==> src/rtl/flash_fe_pkg.sv <==
package flash_fe_pkg;
  typedef enum logic [1:0] {M_ARRAY, M_IDENT, M_ARM, M_BUSY} fe_mode_t;

  localparam logic [7:0] OP_IDENT  = 8'h90;
  localparam logic [7:0] OP_ARRAY  = 8'hF0;
  localparam logic [7:0] OP_PROG   = 8'h40;
  localparam logic [7:0] OP_ERASE  = 8'h20;
  localparam logic [7:0] ID_MAKER  = 8'h01;
  localparam logic [7:0] ID_DEVICE = 8'hAD;
endpackage

==> src/rtl/fe_sync.sv <==
module fe_sync #(
  parameter int W = 4,
  parameter logic [W-1:0] RST_VAL = '1
) (
  input  logic         clk,
  input  logic         rst_n,
  input  logic [W-1:0] d,
  output logic [W-1:0] q
);
  for (genvar i = 0; i < W; i++) begin : g_bit
    logic s1_q, s2_q;
    always_ff @(posedge clk or negedge rst_n) begin
      if (!rst_n) begin
        s1_q <= RST_VAL[i];
        s2_q <= RST_VAL[i];
      end else begin
        s1_q <= d[i];
        s2_q <= s1_q;
      end
    end
    assign q[i] = s2_q;
  end
endmodule

==> src/rtl/fe_array.sv <==
module fe_array #(
  parameter int SECW = 5,
  parameter int OFFW = 2,
  localparam int IW    = SECW + OFFW,
  localparam int DEPTH = 1 << IW
) (
  input  logic          clk,
  input  logic          rst_n,
  input  logic          prog_go,
  input  logic          erase_go,
  input  logic [IW-1:0] widx,
  input  logic [7:0]    wdata,
  input  logic [IW-1:0] ridx,
  output logic [7:0]    rdata
);
  logic [7:0] mem_q [DEPTH];
  logic [7:0] mem_d [DEPTH];

  for (genvar e = 0; e < DEPTH; e++) begin : g_cell
    localparam logic [IW-1:0] ME = IW'(e);
    always_comb begin
      mem_d[e] = mem_q[e];
      if (erase_go && (ME[IW-1:OFFW] == widx[IW-1:OFFW]))
        mem_d[e] = 8'hFF;
      else if (prog_go && (ME == widx))
        mem_d[e] = wdata;
    end
    always_ff @(posedge clk or negedge rst_n) begin
      if (!rst_n) mem_q[e] <= 8'hFF;
      else if (prog_go || erase_go) mem_q[e] <= mem_d[e];
    end
  end

  assign rdata = mem_q[ridx];
endmodule

==> src/rtl/fe_ctrl.sv <==
module fe_ctrl
  import flash_fe_pkg::*;
#(
  parameter int IW         = 7,
  parameter int PROG_CYC   = 40,
  parameter int ERASE_CYC  = 60,
  parameter int RECOV_BUSY = 50,
  parameter int RECOV_IDLE = 6,
  localparam int OPMAX = (PROG_CYC > ERASE_CYC) ? PROG_CYC : ERASE_CYC,
  localparam int RCMAX = (RECOV_BUSY > RECOV_IDLE) ? RECOV_BUSY : RECOV_IDLE,
  localparam int CW    = $clog2(OPMAX + 1),
  localparam int RW    = $clog2(RCMAX + 1)
) (
  input  logic          clk,
  input  logic          rst_n,
  input  logic          rst_s,
  input  logic          wr_end,
  input  logic [IW-1:0] wr_idx,
  input  logic [7:0]    wr_data,
  output fe_mode_t      mode,
  output logic          busy,
  output logic          ready,
  output logic          prog_go,
  output logic          erase_go,
  output logic [IW-1:0] cmd_idx,
  output logic [7:0]    cmd_data,
  output logic [7:0]    status
);
  fe_mode_t      mode_q, mode_d;
  logic [IW-1:0] cidx_q, cidx_d;
  logic [7:0]    cdat_q, cdat_d;
  logic          cvld_q, cvld_d;
  logic          ers_q, ers_d;
  logic [CW-1:0] cnt_q, cnt_d;
  logic [RW-1:0] rcnt_q, rcnt_d;
  logic          rprev_q;
  logic          rst_fall;

  assign busy     = (mode_q == M_BUSY);
  assign rst_fall = rprev_q && !rst_s;
  assign prog_go  = busy && rst_s && (cnt_q == CW'(1)) && !ers_q;
  assign erase_go = busy && rst_s && (cnt_q == CW'(1)) && ers_q;

  always_comb begin
    mode_d = mode_q;
    cidx_d = cidx_q;
    cdat_d = cdat_q;
    ers_d  = ers_q;
    cnt_d  = cnt_q;
    cvld_d = wr_end && rst_s && !busy;
    if (cvld_d) begin
      cidx_d = wr_idx;
      cdat_d = wr_data;
    end
    if (!rst_s) begin
      mode_d = M_ARRAY;
      cnt_d  = '0;
      cvld_d = 1'b0;
    end else if (busy) begin
      cnt_d = cnt_q - CW'(1);
      if (cnt_q == CW'(1)) mode_d = M_ARRAY;
    end else if (cvld_q) begin
      if (mode_q == M_ARM) begin
        mode_d = M_BUSY;
        cnt_d  = CW'(PROG_CYC);
        ers_d  = 1'b0;
      end else begin
        unique case (cdat_q)
          OP_IDENT: mode_d = M_IDENT;
          OP_ARRAY: mode_d = M_ARRAY;
          OP_PROG:  mode_d = M_ARM;
          OP_ERASE: begin
            mode_d = M_BUSY;
            cnt_d  = CW'(ERASE_CYC);
            ers_d  = 1'b1;
          end
          default: mode_d = mode_q;
        endcase
      end
    end
  end

  always_comb begin
    rcnt_d = rcnt_q;
    if (rst_fall) rcnt_d = busy ? RW'(RECOV_BUSY) : RW'(RECOV_IDLE);
    else if (rcnt_q != '0) rcnt_d = rcnt_q - RW'(1);
  end

  always_ff @(posedge clk or negedge rst_n) begin
    if (!rst_n) begin
      mode_q  <= M_ARRAY;
      cidx_q  <= '0;
      cdat_q  <= '0;
      cvld_q  <= 1'b0;
      ers_q   <= 1'b0;
      cnt_q   <= '0;
      rcnt_q  <= '0;
      rprev_q <= 1'b0;
    end else begin
      mode_q  <= mode_d;
      cidx_q  <= cidx_d;
      cdat_q  <= cdat_d;
      cvld_q  <= cvld_d;
      ers_q   <= ers_d;
      cnt_q   <= cnt_d;
      rcnt_q  <= rcnt_d;
      rprev_q <= rst_s;
    end
  end

  assign mode     = mode_q;
  assign ready    = !busy && (rcnt_q == '0);
  assign cmd_idx  = cidx_q;
  assign cmd_data = cdat_q;
  assign status   = {~(ers_q ? 1'b1 : cdat_q[7]), 7'b0};
endmodule

==> src/rtl/flash_bus_frontend.sv <==
module flash_bus_frontend
  import flash_fe_pkg::*;
#(
  parameter int AW         = 21,
  parameter int SEC_LSB    = 16,
  parameter int BPS        = 4,
  parameter int PROG_CYC   = 40,
  parameter int ERASE_CYC  = 60,
  parameter int RECOV_BUSY = 50,
  parameter int RECOV_IDLE = 6,
  localparam int SECW = AW - SEC_LSB,
  localparam int OFFW = $clog2(BPS),
  localparam int IW   = SECW + OFFW
) (
  input  logic            clk,
  input  logic            rst_n,
  input  logic            dev_rst_n,
  input  logic            ce_n,
  input  logic            oe_n,
  input  logic            we_n,
  input  logic [AW-1:0]   addr,
  input  logic [7:0]      din,
  output logic [7:0]      dout,
  output logic            dout_en,
  output logic            ready,
  output logic [SECW-1:0] sector
);
  logic [3:0]    sync_q;
  logic          rst_s, ce_s, oe_s, we_s;
  logic          wr_act, wr_prev_q, wr_end;
  logic [IW-1:0] aidx, cmd_idx;
  logic [7:0]    cmd_data, status, arr_data;
  logic          busy, prog_go, erase_go;
  fe_mode_t      mode;
  logic          unused_addr;

  fe_sync #(.W(4), .RST_VAL(4'b0111)) u_sync (
    .clk(clk), .rst_n(rst_n),
    .d({dev_rst_n, ce_n, oe_n, we_n}), .q(sync_q));
  assign {rst_s, ce_s, oe_s, we_s} = sync_q;

  assign wr_act = rst_s && !ce_s && !we_s && oe_s;
  assign wr_end = wr_prev_q && !wr_act;

  always_ff @(posedge clk or negedge rst_n) begin
    if (!rst_n) wr_prev_q <= 1'b0;
    else        wr_prev_q <= wr_act;
  end

  assign sector      = addr[AW-1:SEC_LSB];
  assign aidx        = {addr[AW-1:SEC_LSB], addr[OFFW-1:0]};
  assign unused_addr = ^addr;

  fe_ctrl #(
    .IW(IW), .PROG_CYC(PROG_CYC), .ERASE_CYC(ERASE_CYC),
    .RECOV_BUSY(RECOV_BUSY), .RECOV_IDLE(RECOV_IDLE)
  ) u_ctrl (
    .clk(clk), .rst_n(rst_n), .rst_s(rst_s), .wr_end(wr_end),
    .wr_idx(aidx), .wr_data(din), .mode(mode), .busy(busy),
    .ready(ready), .prog_go(prog_go), .erase_go(erase_go),
    .cmd_idx(cmd_idx), .cmd_data(cmd_data), .status(status));

  fe_array #(.SECW(SECW), .OFFW(OFFW)) u_array (
    .clk(clk), .rst_n(rst_n), .prog_go(prog_go), .erase_go(erase_go),
    .widx(cmd_idx), .wdata(cmd_data), .ridx(aidx), .rdata(arr_data));

  assign dout_en = rst_s && !ce_s && !oe_s && we_s;

  always_comb begin
    if (busy)
      dout = status;
    else if (mode == M_IDENT)
      dout = (addr[6] || addr[1]) ? 8'h00 : (addr[0] ? ID_DEVICE : ID_MAKER);
    else
      dout = arr_data;
  end
endmodule

==> config.mk <==
export PLATFORM = sky130hd
export DESIGN_NAME = flash_bus_frontend
export DESIGN_NICKNAME = d
export VERILOG_FILES = /design/src/rtl/flash_fe_pkg.sv /design/src/rtl/fe_sync.sv /design/src/rtl/fe_array.sv /design/src/rtl/fe_ctrl.sv /design/src/rtl/flash_bus_frontend.sv
export SDC_FILE = /design/constraint.sdc
export NUM_CORES = 2
export LEC_CHECK = 0
export ABC_CLOCK_PERIOD_IN_PS = 4300
export BUFFER_PORTS_ARGS = -buffer_cell sky130_fd_sc_hd__clkbuf_2
export CORE_UTILIZATION = 50
export DETAILED_ROUTE_END_ITERATION = 6
export GPL_TIMING_DRIVEN = 0
export PLACE_DENSITY = 0.65
export SLEW_MARGIN = 20
export SYNTH_ARGS = -nofsm -noshare
export SYNTH_HDL_FRONTEND = slang
export SYNTH_HIERARCHICAL = 1
export SYNTH_SLANG_ARGS = --single-unit
==> constraint.sdc <==
create_clock -name clk -period 4.3 [get_ports clk]
set_input_delay 0.215 -clock clk [delete_from_list [all_inputs] [get_ports clk]]
set_output_delay 0.215 -clock clk [all_outputs]
set_load 0.02 [all_outputs]
==> out/qor.csv <==
stage;metric;value;unit
floorplanning;row count;118;
cells_and_area;share of layout cells above drive strength 1;33.2;%
route;Routed WL;200;mm
floorplanning;core area;104000;sq um
placement;DP Worst Slack;-777;ps
floorplanning;Initial Util;50.7;%
logic_synthesis;Yosys top cell by area;dfstp_2;
clocking;Clock Tree Buf Depth;3;
clocking;htree depth;3;
placement;Final GP Congestion;1.01;
timing;setup_tns;-9270;ps
cells_and_area;final cell count without fillers;6884;
critical_path;Top cell by count, worst path;nand2_1;
logic_synthesis;Synth warnings;6;
logic_synthesis;Simple-Gate Fraction of Synth Area;26.0;%
logic_synthesis;post-synthesis mux area share;17.3;%
outcome;status;finished, violations left;
placement;Inst Count DP;6647;
logic_synthesis;syn_area_per_cell;10.1;sq um
timing;Hold WS;60.8;ps
logic_synthesis;post-synth cell types;55;
logic_synthesis;ys flop type;dfstp_2;
clocking;CTS clk-pin slew, worst paths;60;ps
critical_path;CP arrival;5180;ps
timing;Fin. Hold Viols;0;
cells_and_area;sequential cell area;27900;sq um
outcome;failing checks;negative setup slack;
cells_and_area;multi-input logic area;23800;sq um
global_routing;vias in the first global route;42943;
critical_path;kind of critical path;reg2reg;
logic_synthesis;EDFF count, synth;0;
placement;Detailed Place HPWL;141;mm
floorplanning;Horiz. Die Dim;327;um
timing;Final setup viols;65;
critical_path;Critical Path Max Stage Delay;1020;ps
logic_synthesis;Synth area leaders;dfstp_2 51%, mux4_2 14%, nand2_1 14%;
timing;Slew Limit Fails;0;
route;Detail Route Antenna Nets;0;
route;DRC;0;
clocking;root buffer cell;clkbuf_16;
logic_synthesis;most instantiated cells after synthesis;1982 x nand2_1, 1031 x nand3_1, 1030 x dfstp_2, 336 x mux4_2, 298 x clkbuf_1;
timing;Setup Skew;37.6;ps
logic_synthesis;Async S/R FF share, synth;100;%
clocking;CTS sink count;1065;
clocking;clock latency on the worst-skew pair;720;ps
logic_synthesis;Mapped Area;52800;sq um
floorplanning;Die Ht;327;um
route;Vias per Instance;6.45;
cells_and_area;Layout area overhead;13.2;%
logic_synthesis;Synth Register Bits;1065;
run;max-cap viol count;0;
critical_path;CP Capture Type;register;
timing;fmax;220;MHz
global_routing;initial antenna violation count;18;
power;Static Leakage;25.8;nW
cells_and_area;Layout fillers;8936;
timing;Setup WS post-layout;-253;ps
global_routing;Tot GR Track Use;37.3;%
min_path;Worst Hold Class;in2reg;
logic_synthesis;Synth Area in Compound Gates;0.514;%
power;Peak VDD IR;0.000363;V
critical_path;Worst path slowest cell;nor3_1;
global_routing;GRT overflow;0;
logic_synthesis;Synth Area in Adders;0.0948;%
route;Via Count;44376;
route;Routed wire per std cell;29.0;um
floorplanning;Total Die Area;107000;sq um
critical_path;critical path, cell by cell;buf_2, nand2_1, inv_2, nand2_1, nor3_1, clkbuf_1, nand3_2, clkbuf_1, nor3_1, nand2_1, nand3_1;
clocking;CTS tree;built;
power;Pwr Total;23.8;mW
timing;post-route minimum period;4550;ps
route;DR pass1 iterations;6;
critical_path;CP bufs+invs;4;
cells_and_area;Nets;5440;
timing;Worst-Margin Slew;1440;ps
global_routing;pin count of the biggest net entering global routing;94;
placement;PortBufs;36;
timing;RSZ-0062 raised after global routing;true;
route;Initial DRC Count;6185;
timing;Slew Limit Headroom;4.22;%
logic_synthesis;largest family of logic cells by synthesized area;simple AND/OR/NAND/NOR gates;
critical_path;Req. time, crit path;4930;ps
critical_path;worst-path maximum fanout;10;
timing;post-route clock period utilization;106;%
logic_synthesis;register area share after synthesis;52.9;%
floorplanning;Ports;50;
logic_synthesis;top-count cell post-synth;nand2_1;
clocking;CTS buffer count;115;
global_routing;first-pass GRT wire length;291;mm
logic_synthesis;cells after synthesis;5209;
logic_synthesis;Synth Area in XOR/XNOR;0.0829;%
critical_path;crit-path leading delay family;simple AND/OR/NAND/NOR gates;
power;pwr/cell area;398;nW/um^2
critical_path;Startpoint Class;register;
logic_synthesis;Synth top area share;51.3;%
through the flow:
step           area (sq um)  utilization, %
3_3_place_gp          54700            52.6
3_5_place_dp          55200            53.0
2_1_floorplan         52800               -
4_1_cts               59400            57.1
5_1_grt               59700            57.4
6_report              59800            57.4
layout by cell type, fill, tap and decap left out, types with 12 or more instances in the layout:
cell type and count:
nand2_1 1982, nand3_1 1030, dfstp_2 1030, mux4_2 336
clkbuf_1 286, mux2i_1 128, clkbuf_16 118, nor3_2 72
clkbuf_2 69, nor3_1 40, buf_4 36, dfrtp_1 35
clkbuf_8 30, buf_1 28, mux2_2 25, clkinv_2 21
buf_2 19, dlygate4sd3_1 19, nor2_1 17, nor2b_1 12
buf_16 12
logic make-up after synthesis:
| logic type | count (synthesis) |
|---|---|
| compound gates | 37 |
| xor+xnor | 5 |
| fa+ha+maj | 4 |
| buf+inv | 398 |
| flops | 1065 |
| mux | 490 |
| other cells | 1 |
| simple gates | 3209 |
metal layers:
layer | GRT usage [%] | share of wire (%) | vias up
met5 | 0.665 | 0.15 | -
met4 | 23.4 | 7.5 | 26
met3 | 13.1 | 13 | 711
met2 | 52.7 | 42 | 2944
met1 | 49.0 | 37 | 22383
li1 | - | - | 18312
flip-flops by register name (all words and copies together), names as in the netlist:
signal,cells
u_ctrl/cmd_idx,7
u_array/mem_q,1024
wr_prev_q,1
u_ctrl/rprev_q,1
u_ctrl/rcnt_q,6
u_sync/g_bit.s1_q,4
u_ctrl/cmd_data,8
u_ctrl/cnt_q,6
u_ctrl/ers_q,1
u_sync/g_bit.s2_q,4
u_ctrl/cvld_q,1
u_ctrl/mode,2
worst register-to-register path: stages, from the launching register on:
cell and delay (ps):
dfrtp_1 390, buf_2 220, nand2_1 190, inv_2 180, nand2_1 130, nor3_1 260
clkbuf_1 350, nand3_2 720, clkbuf_1 740, nor3_1 1020, nand2_1 150, nand3_1 130
layout make-up:
type	instances	share of cell area [%]
Timing Repair Buffer	71	1.25
Antenna cell	10	0.0419
Buffer	385	2.85
Inverter	11	0.0691
Tap cell	1380	2.89
Sequential cell	1065	46.7
Clock buffer	172	5.77
Clock inverter	38	0.618
Multi-Input combinational cell	3752	39.8
timing repair:
action | 4_1_cts | 5_1_grt
hold buffers | 19 | 0
hold endpoints to repair | 91 | 0
setup endpoints to repair | 198 | 541
buffers inserted | 0 | 0
gates resized for setup | 70 | 65
pin swaps | 0 | 1
path summary, 6_finish.rpt:
check | from | to | slack, ps | cells past startpoint
setup reg to reg | u_ctrl/mode[0] | u_array/mem_q[899] | -250 | 11
max in group asynchronous | rst_n | u_array/mem_q[198] | 2100 | 6
setup / recovery | u_ctrl/mode[0] | u_array/mem_q[899] | -250 | 11
hold reg to reg | u_sync/g_bit[0].s1_q | u_sync/g_bit[0].s2_q | 350 | 0
hold / removal | addr[16] | u_ctrl/cmd_idx[2] | 60 | 2
min in group asynchronous | rst_n | u_array/mem_q[757] | 390 | 2
power breakdown:
group / internal [mW] / switching (mW)
combinational: 0.598 / 2.88
sequential: 10.1 / 0.106
clock: 5.81 / 4.24
Note: power is estimated with default switching activity, not from simulation.
